<file path="config.mk">
export PLATFORM = sky130hd
export DESIGN_NAME = refill_engine
export DESIGN_NICKNAME = d
export VERILOG_FILES = /design/src/rtl/refill_pkg.sv /design/src/rtl/refill_seq.sv /design/src/rtl/refill_pack.sv /design/src/rtl/refill_meter.sv /design/src/rtl/refill_engine.sv
export SDC_FILE = /design/constraint.sdc
export NUM_CORES = 1
export LEC_CHECK = 0
export ABC_AREA = 1
export BUFFER_PORTS_ARGS = -buffer_cell sky130_fd_sc_hd__buf_4
export CAP_MARGIN = 25
export CELL_PAD_IN_SITES_DETAIL_PLACEMENT = 1
export CELL_PAD_IN_SITES_GLOBAL_PLACEMENT = 1
export CORE_ASPECT_RATIO = 0.75
export CORE_MARGIN = 2
export CORE_UTILIZATION = 39
export DETAILED_ROUTE_END_ITERATION = 6
export PLACE_DENSITY_LB_ADDON = 0.2
export SLEW_MARGIN = 10
export SYNTH_ARGS = -nofsm -noshare
export SYNTH_HDL_FRONTEND = slang
export SYNTH_SLANG_ARGS = --single-unit
</file>
<file path="constraint.sdc">
create_clock -name clk -period 2.3 [get_ports clk]
set_input_delay 0.23 -clock clk [delete_from_list [all_inputs] [get_ports clk]]
set_output_delay 0.23 -clock clk [all_outputs]
set_load 0.02 [all_outputs]
</file>
<file path="src/rtl/refill_pkg.sv">
package refill_pkg;

    typedef enum logic [1:0] {
        ST_IDLE  = 2'd0,
        ST_SETUP = 2'd1,
        ST_BURST = 2'd2,
        ST_DONE  = 2'd3
    } refill_state_e;

endpackage

</file>
<file path="src/rtl/refill_seq.sv">
module refill_seq
    import refill_pkg::*;
#(
    parameter int SETUP_CYC = 10,
    parameter int BEATS     = 16,
    localparam int SET_W    = $clog2(SETUP_CYC + 1),
    localparam int BEAT_W   = $clog2(BEATS)
) (
    input  logic              clk,
    input  logic              rst_n,
    input  logic              start_i,
    input  logic              mem_valid_i,
    output logic              accept_o,
    output logic              mem_req_o,
    output logic              busy_o,
    output logic              done_o,
    output logic              run_o,
    output logic              wr_en_o,
    output logic [BEAT_W-1:0] wr_idx_o
);

    refill_state_e state, nxt;
    logic [SET_W-1:0]  setup_cnt;
    logic [BEAT_W-1:0] beat_idx;
    logic              setup_last;
    logic              beat_last;

    assign setup_last = (setup_cnt == SET_W'(SETUP_CYC - 1));
    assign beat_last  = (beat_idx == BEAT_W'(BEATS - 1));

    // state register
    always_ff @(posedge clk or negedge rst_n) begin
        if (!rst_n) state <= ST_IDLE;
        else        state <= nxt;
    end

    // transitions
    always_comb begin
        nxt = state;
        unique case (state)
            ST_IDLE:  if (start_i)                  nxt = ST_SETUP; // ACCEPT
            ST_SETUP: if (setup_last)               nxt = ST_BURST; // SETUP_OVER
            ST_BURST: if (mem_valid_i && beat_last) nxt = ST_DONE;  // LAST_BEAT
            ST_DONE:                                nxt = ST_IDLE;  // RELEASE
        endcase
    end

    // setup timer and beat slot pointer
    always_ff @(posedge clk or negedge rst_n) begin
        if (!rst_n) begin
            setup_cnt <= '0;
            beat_idx  <= '0;
        end else begin
            if (state == ST_IDLE) begin
                setup_cnt <= '0;
                beat_idx  <= '0;
            end else if (state == ST_SETUP && !setup_last) begin
                setup_cnt <= setup_cnt + 1'b1;
            end else if (state == ST_BURST && mem_valid_i) begin
                beat_idx <= beat_idx + 1'b1;
            end
        end
    end

    // outputs
    always_comb begin
        accept_o  = 1'b0;
        mem_req_o = 1'b0;
        busy_o    = 1'b0;
        done_o    = 1'b0;
        run_o     = 1'b0;
        wr_en_o   = 1'b0;
        unique case (state)
            ST_IDLE:  accept_o = start_i;
            ST_SETUP: begin
                mem_req_o = 1'b1;
                busy_o    = 1'b1;
                run_o     = 1'b1;
            end
            ST_BURST: begin
                busy_o  = 1'b1;
                run_o   = 1'b1;
                wr_en_o = mem_valid_i;
            end
            ST_DONE: begin
                busy_o = 1'b1;
                done_o = 1'b1;
            end
        endcase
    end

    assign wr_idx_o = beat_idx;

endmodule

</file>
<file path="src/rtl/refill_pack.sv">
module refill_pack #(
    parameter int WORD_W  = 32,
    parameter int BEATS   = 16,
    localparam int BEAT_W = $clog2(BEATS),
    localparam int LINE_W = WORD_W * BEATS
) (
    input  logic              clk,
    input  logic              rst_n,
    input  logic              wr_en_i,
    input  logic [BEAT_W-1:0] wr_idx_i,
    input  logic [WORD_W-1:0] wr_data_i,
    output logic [LINE_W-1:0] line_o
);

    for (genvar k = 0; k < BEATS; k++) begin : g_slot
        logic [WORD_W-1:0] word_q;
        always_ff @(posedge clk or negedge rst_n) begin
            if (!rst_n)                                   word_q <= '0;
            else if (wr_en_i && wr_idx_i == BEAT_W'(k))   word_q <= wr_data_i;
        end
        assign line_o[k*WORD_W +: WORD_W] = word_q;
    end

endmodule

</file>
<file path="src/rtl/refill_meter.sv">
module refill_meter #(
    parameter int CNT_W = 16
) (
    input  logic             clk,
    input  logic             rst_n,
    input  logic             clear_i,
    input  logic             run_i,
    output logic [CNT_W-1:0] cycles_o
);

    always_ff @(posedge clk or negedge rst_n) begin
        if (!rst_n)                     cycles_o <= '0;
        else if (clear_i)               cycles_o <= '0;
        else if (run_i && !(&cycles_o)) cycles_o <= cycles_o + 1'b1;
    end

endmodule

</file>
<file path="src/rtl/refill_engine.sv">
module refill_engine #(
    parameter int ADDR_W     = 32,
    parameter int WORD_W     = 32,
    parameter int LINE_BYTES = 64,
    parameter int SETUP_CYC  = 10,
    parameter int CNT_W      = 16,
    localparam int BEATS     = LINE_BYTES * 8 / WORD_W,
    localparam int BEAT_W    = $clog2(BEATS),
    localparam int OFF_W     = $clog2(LINE_BYTES),
    localparam int LINE_W    = LINE_BYTES * 8
) (
    input  logic              clk,
    input  logic              rst_n,
    input  logic              start_i,
    input  logic [ADDR_W-1:0] addr_i,
    output logic              busy_o,
    output logic              done_o,
    output logic [LINE_W-1:0] line_o,
    output logic [CNT_W-1:0]  cycles_o,
    output logic              mem_req_o,
    output logic [ADDR_W-1:0] mem_addr_o,
    input  logic              mem_valid_i,
    input  logic [WORD_W-1:0] mem_data_i
);

    logic              accept;
    logic              run;
    logic              wr_en;
    logic [BEAT_W-1:0] wr_idx;

    refill_seq #(
        .SETUP_CYC (SETUP_CYC),
        .BEATS     (BEATS)
    ) u_seq (
        .clk         (clk),
        .rst_n       (rst_n),
        .start_i     (start_i),
        .mem_valid_i (mem_valid_i),
        .accept_o    (accept),
        .mem_req_o   (mem_req_o),
        .busy_o      (busy_o),
        .done_o      (done_o),
        .run_o       (run),
        .wr_en_o     (wr_en),
        .wr_idx_o    (wr_idx)
    );

    refill_pack #(
        .WORD_W (WORD_W),
        .BEATS  (BEATS)
    ) u_pack (
        .clk       (clk),
        .rst_n     (rst_n),
        .wr_en_i   (wr_en),
        .wr_idx_i  (wr_idx),
        .wr_data_i (mem_data_i),
        .line_o    (line_o)
    );

    refill_meter #(
        .CNT_W (CNT_W)
    ) u_meter (
        .clk      (clk),
        .rst_n    (rst_n),
        .clear_i  (accept),
        .run_i    (run),
        .cycles_o (cycles_o)
    );

    // line-aligned burst address, latched only on acceptance
    always_ff @(posedge clk or negedge rst_n) begin
        if (!rst_n)      mem_addr_o <= '0;
        else if (accept) mem_addr_o <= {addr_i[ADDR_W-1:OFF_W], {OFF_W{1'b0}}};
    end

endmodule

</file>
Yosys cells after proc, flatten, opt, wreduce, memory -nomap -nowiden
Index checks and enable logic that the tools add are counted.

Register bits after elaboration: 564. Output and inout port bits: 563. Word-level logic and storage cells: 96.

$add $sub $neg: 3. Equality and inequality tests: 23. Muxes and demuxes: 17. Reductions and logical operators: 32.

Operator list (number): $eq A4 B4 Y1 const B (9); $mux W16 (2); $logic_and A1 B1 Y1 (20); $mux W4 (5); $add A16 B1 Y16 const B (1); $eq A4 B3 Y1 const B (4); $reduce_and A16 Y1 (1); $add A4 B1 Y4 const B (2); $eq A4 B2 Y1 const B (2); $pmux W2 S4 (1); $mux W1 (6); $mux W2 (3); $ne A2 B1 Y1 const B (3); $reduce_bool A2 Y1 (3); $eq A2 B2 Y1 const B (2); $eq A4 B1 Y1 const B (1); $logic_not A4 Y1 (1); $reduce_and A3 Y1 (1); $reduce_or A3 Y1 (1); $eq A2 B1 Y1 const B (1); $logic_not A1 Y1 (2); $logic_not A2 Y1 (1); $ne A2 B2 Y1 const B (1); $reduce_and A2 Y1 (1); $reduce_or A2 Y1 (1).

Logic depth before layout (Yosys ltp)
Word-level depth: 6. Depth in mapped cells: 9.

Cells and area by module
From an unflattened synthesis, not the netlist that was laid out.

Cells, all modules: 2703. Area, all modules: 23103.4 um^2.

By module, submodules not included: refill_pack (instances 1, cells each 2356, area each 20378.3 um^2); refill_engine (instances 1, cells each 117, area each 1072.3 um^2); refill_meter (instances 1, cells each 146, area each 1007.2 um^2); refill_seq (instances 1, cells each 84, area each 645.6 um^2).

Worst setup path before layout
OpenSTA, ideal clock, no wires.

Kind: reg-to-reg. Start point: reg u_meter.cycles_o[1]. End point: reg u_meter.cycles_o[7]. Library setup time: 66 ps. Arrival time: 1549 ps. Required time: 2234 ps. Setup slack: 684 ps. Stages on the path, launching flop included: 9. Buffers on the path: 1. Clock period less this slack: 1616 ps. Path through: dfrtp_1 -> ha_1 -> nand2_2 -> nor2_4 -> nand2_4 -> o21ai_4 -> buf_6 -> nand3_1 -> nand2_1.

Cells in the longest elaborated chain, start to end: 4. Elaborated cells between the ends (all ways): 7. Classes of those cells: 1 x add/sub; 2 x mux; 4 x reduce/logical.

RTL lines: from (decl) (RTL line refill_meter.sv:8) `output logic [CNT_W-1:0] cycles_o`; from (signal assigned) (RTL line refill_meter.sv:14) `else if (run_i && !(&cycles_o)) cycles_o <= cycles_o + 1'b1;`; parallel branches: the longest is 4 deep, another holds $add A16 B1 Y16.

Parallel ways; which one is timed is not known. The select of a mux whose other input is x is not followed. A chain may end at the register's enable or synchronous reset.

Worst setup path in the final report
Start point: reg u_seq.state[0]. End point: out busy_o.

Cells in the longest elaborated chain, start to end: 3. Elaborated cells between the ends (all ways): 5. Classes of those cells: 3 x eq/ne; 1 x mux; 1 x reduce/logical.

RTL lines: from (decl) (RTL line refill_seq.sv:22) `refill_state_e state, nxt;`; from (signal assigned) (RTL line refill_seq.sv:34) `else state <= nxt;`; $eq A2 B2 Y1 or $eq A2 B1 Y1 (tied branches) (RTL line refill_seq.sv:73) `unique case (state)`; $reduce_or A3 Y1 (no source line) *; $mux W1 * (RTL line refill_seq.sv:73); to (decl) (RTL line refill_engine.sv:16) `output logic busy_o,`.

Mark *: on every way between the ends. The rest lies on a longest branch, timed or not.

==> out/results.tsv <==
stage	metric	value	unit
outcome	status	completed	
floorplan	rows	73	
routing	firstDrtPassIters	5	
yosys	synth_top_family_by_area	simple AND/OR/NAND/NOR gates	
pwr	seq_power_share	0.436	
floorplan	ios	631	
yosys	synth_top_area_frac	0.677	
setup_path	cp-end-kind	primary output	
timing	setup_ws	0.140	ns
setup_path	critPathTopFamily	buffers and inverters	
clocking	clock_latency	0.61	ns
yosys	seq_area_frac_synth	0.677	
setup_path	crit_chain	inv_1 -> ha_1 -> clkinvlp_4 -> buf_4	
routing	wl_per_cell	22.3	µm
setup_path	path_buf_inv	3	
pwr	p_clk_frac	0.346	
routing	drc	0	
yosys	synth_cell_types	31	
setup_path	critPathKind	flip-flop to primary output	
setup_path	start_kind	flip-flop	
yosys	syn_avg_cell_area	10.0	µm²
placement	hpwl	53500	µm
clocking	clock-sinks	564	
timing	fin_tns_setup	0	ns
pwr	intPower	18300	µW
yosys	yosys-top-cells-area	dfrtp_1, nand2_1, o21ai_0	
clocking	clockBufferDepth	3	
clocking	numCtsBuffers	56	
yosys	synth_xor_area_frac	0.00210	
placement	gp_congestion	0.847	
global_routing	grt_start_max_net_pins	66	
yosys	yosysTopAreaCell	dfrtp_1	
flow_run	cap_violations	0	
yosys	yosys.cell_count.top_type	nand2_1	
yosys	synth_edf_count	0	
timing	finalSetupViolCount	0	
yosys	synth.top_cells.by_count	nand2_1, dfrtp_1, o21ai_0, clkbuf_1, inv_1	
timing	finClkSkew	0.0199	ns
clocking	post_cts_buffers	0	
global_routing	grt_pass1_vias	18500	
yosys	synth_area	20800	µm²
timing	worst_slew_pin_slew	0.821	ns
global_routing	antenna_found_initial	1	
pwr	p_switching	8370	µW
global_routing	grt_pass1_wl	116000	µm
placement	io_buffers	618	
yosys	ys.flop_type	dfrtp_1	
pwr	p_sw_frac	0.313	
timing	hold_ws	0.0749	ns
timing	hold_viol	0	
routing	vias	17500	
yosys	yosys_warnings	0	
setup_path	required	2.07	ns
global_routing	grt.overflow.total	0	
cells_and_area	area.growth.synth_to_final	36.0	%
clocking	root_buffer	clkbuf_16	
yosys	synth_seq_cells	564	
setup_path	worstPathArrival	1.93	ns
timing	slew_headroom	0.452	
timing	fmax	463	MHz
timing	drv_slew	0	
yosys	ys_async_sr_fraction	1.00	
cells_and_area	diodes	0	
pwr	powerDensity	942	nW/µm²
yosys	muxShareOfSynthArea	0	
timing	rsz0062_at_grt	false	
clocking	cts_max_level	2	
routing	vias_per_cell	5.09	
routing	first_iter_violations	952	
pwr	p_comb_frac	0.218	
floorplan	start_util	0.394	
global_routing	grt_util_all_layers	0.274	
floorplan	die_h	204	µm
yosys	synthAdderAreaFrac	0.00720	
setup_path	critPathMaxFanout	8	
pwr	ir_drop	0.756	mV
routing	detail-route-antenna-nets	0	
yosys	synth-simple-area-share	0.146	
yosys	synth_compound_area_frac	0.128	
routing	wl	76700	µm
floorplan	die_area	55300	µm²
placement	dp.cells	3310	
pwr	power	26700	µW
floorplan	coreArea	52900	µm²
placement	pre_cts_ws	0.208	ns
timing	post-route-period-util	0.939	
cells_and_area	nets	2763	
cells_and_area	drive_gt1_frac	0.286	
setup_path	cp_slowest_cell	dfrtp_1	
pwr	power.leakage	0.0145	µW
cells_and_area	final_cell_count_no_fill	3439	
setup_path	critical_path.max_stage_delay	0.42	ns
clocking	cts_tree	built	
floorplan	fp.dieW	271	µm
yosys	syn_inst	2076	
timing	period_needed	2.16	ns
clocking	path_clk_slew	0.06	ns
hold_path	hold_path_class	input port to flip-flop	
## worst min-delay path, delay by kind of cell
| family | cells | cell delay (ns) |
|---|---|---|
| buffers and inverters | 1 | 0.09 |
| AND/OR/NAND/NOR | 1 | 0.08 |
| AO/OA/AOI/OAI | 2 | 0.21 |
## layout make-up
cell class              instances  area, µm²
clock buffers                  87       1710
clock inverters                15        136
fillers                      5861      24500
inverters                      64        244
multi-input cells            1310       5910
flip-flops and latches        564      14100
well taps                     712        891
repair buffers                687       5350
## registers in the layout (all words and copies together), names as in the netlist
signal / count
u_pack.g_slot.word_q: 512
mem_addr_o: 26
u_meter.cycles_o: 16
u_seq.setup_cnt: 4
u_seq.wr_idx_o: 4
u_seq.state: 2
## per-stage QoR
stage	util	cell area, µm²
after floorplan	-	20900
after global placement	0.496	26200
after detailed placement	0.496	26200
after CTS	0.536	28300
after global routing	0.536	28300
final	0.536	28300
## cells in the final DEF (no fill, tap or decap), drive strengths merged
cell / synthesis / routed
nand2: 684 / 684
buf: 33 / 660
dfrtp: 564 / 564
o21ai: 522 / 522
clkbuf: 110 / 87
inv: 63 / 63
nand3: 35 / 35
nor2: 31 / 31
dlygate4sd3: 0 / 27
clkinv: 1 / 13
ha: 12 / 12
conb: 1 / 6
nand4: 5 / 5
xor2: 4 / 4
a21oi: 4 / 4
bufinv: 0 / 2
nor3: 2 / 2
clkinvlp: 0 / 1
xnor2: 1 / 1
nand3b: 1 / 1
or2: 1 / 1
a211oi: 1 / 1
o211ai: 1 / 1
## power groups by stage
stage / Sequential [µW] / Clock [µW] / Combinational, µW
final: 11700 / 9240 / 5810
after global routing: 11800 / 9840 / 6270
after CTS: 11600 / 9450 / 5850
after detailed placement: 11800 / 0 / 5790
after global placement: 11700 / 0 / 5600
after floorplan: 12900 / 0 / 1670
## path summary, 6_finish.rpt
kind,depth (start not counted),slack [ns],endpoint,start
min in group asynchronous,2,0.16,u_pack.g_slot[12].word_q[9],rst_n
max,4,0.14,busy_o,u_seq.state[0]
max reg2reg,7,0.20,u_pack.g_slot[14].word_q[3],u_seq.state[0]
min reg2reg,2,0.48,u_pack.g_slot[11].word_q[2],u_pack.g_slot[11].word_q[2]
max in group asynchronous,3,1.14,u_pack.g_slot[10].word_q[3],rst_n
min,4,0.07,u_seq.state[0],start_i
## cell families after synthesis
logic type,Yosys count
AOI/OAI and AO/OA,528
xor gates and xnor gates,5
other,1
and+or+nand+nor,759
adders and majority gates,12
DFF,564
buffers and inverters,207
## layer usage
metal  part of all wire  track usage  vias to the layer above
met5                  0            0                        -
li1                   -            -                     7926
met3              0.069       0.0717                      156
met4              0.043        0.114                        0
met1               0.39        0.326                     8880
met2               0.50        0.473                      545
## what timing repair did
item / 4_1_cts / 5_1_grt
hold buffers: 27 / 0
setup endpoints to repair: 0 / 1
hold endpoints to repair: 74 / 0
gates resized for setup: 0 / 1
Power figures use the tool's default switching activity.
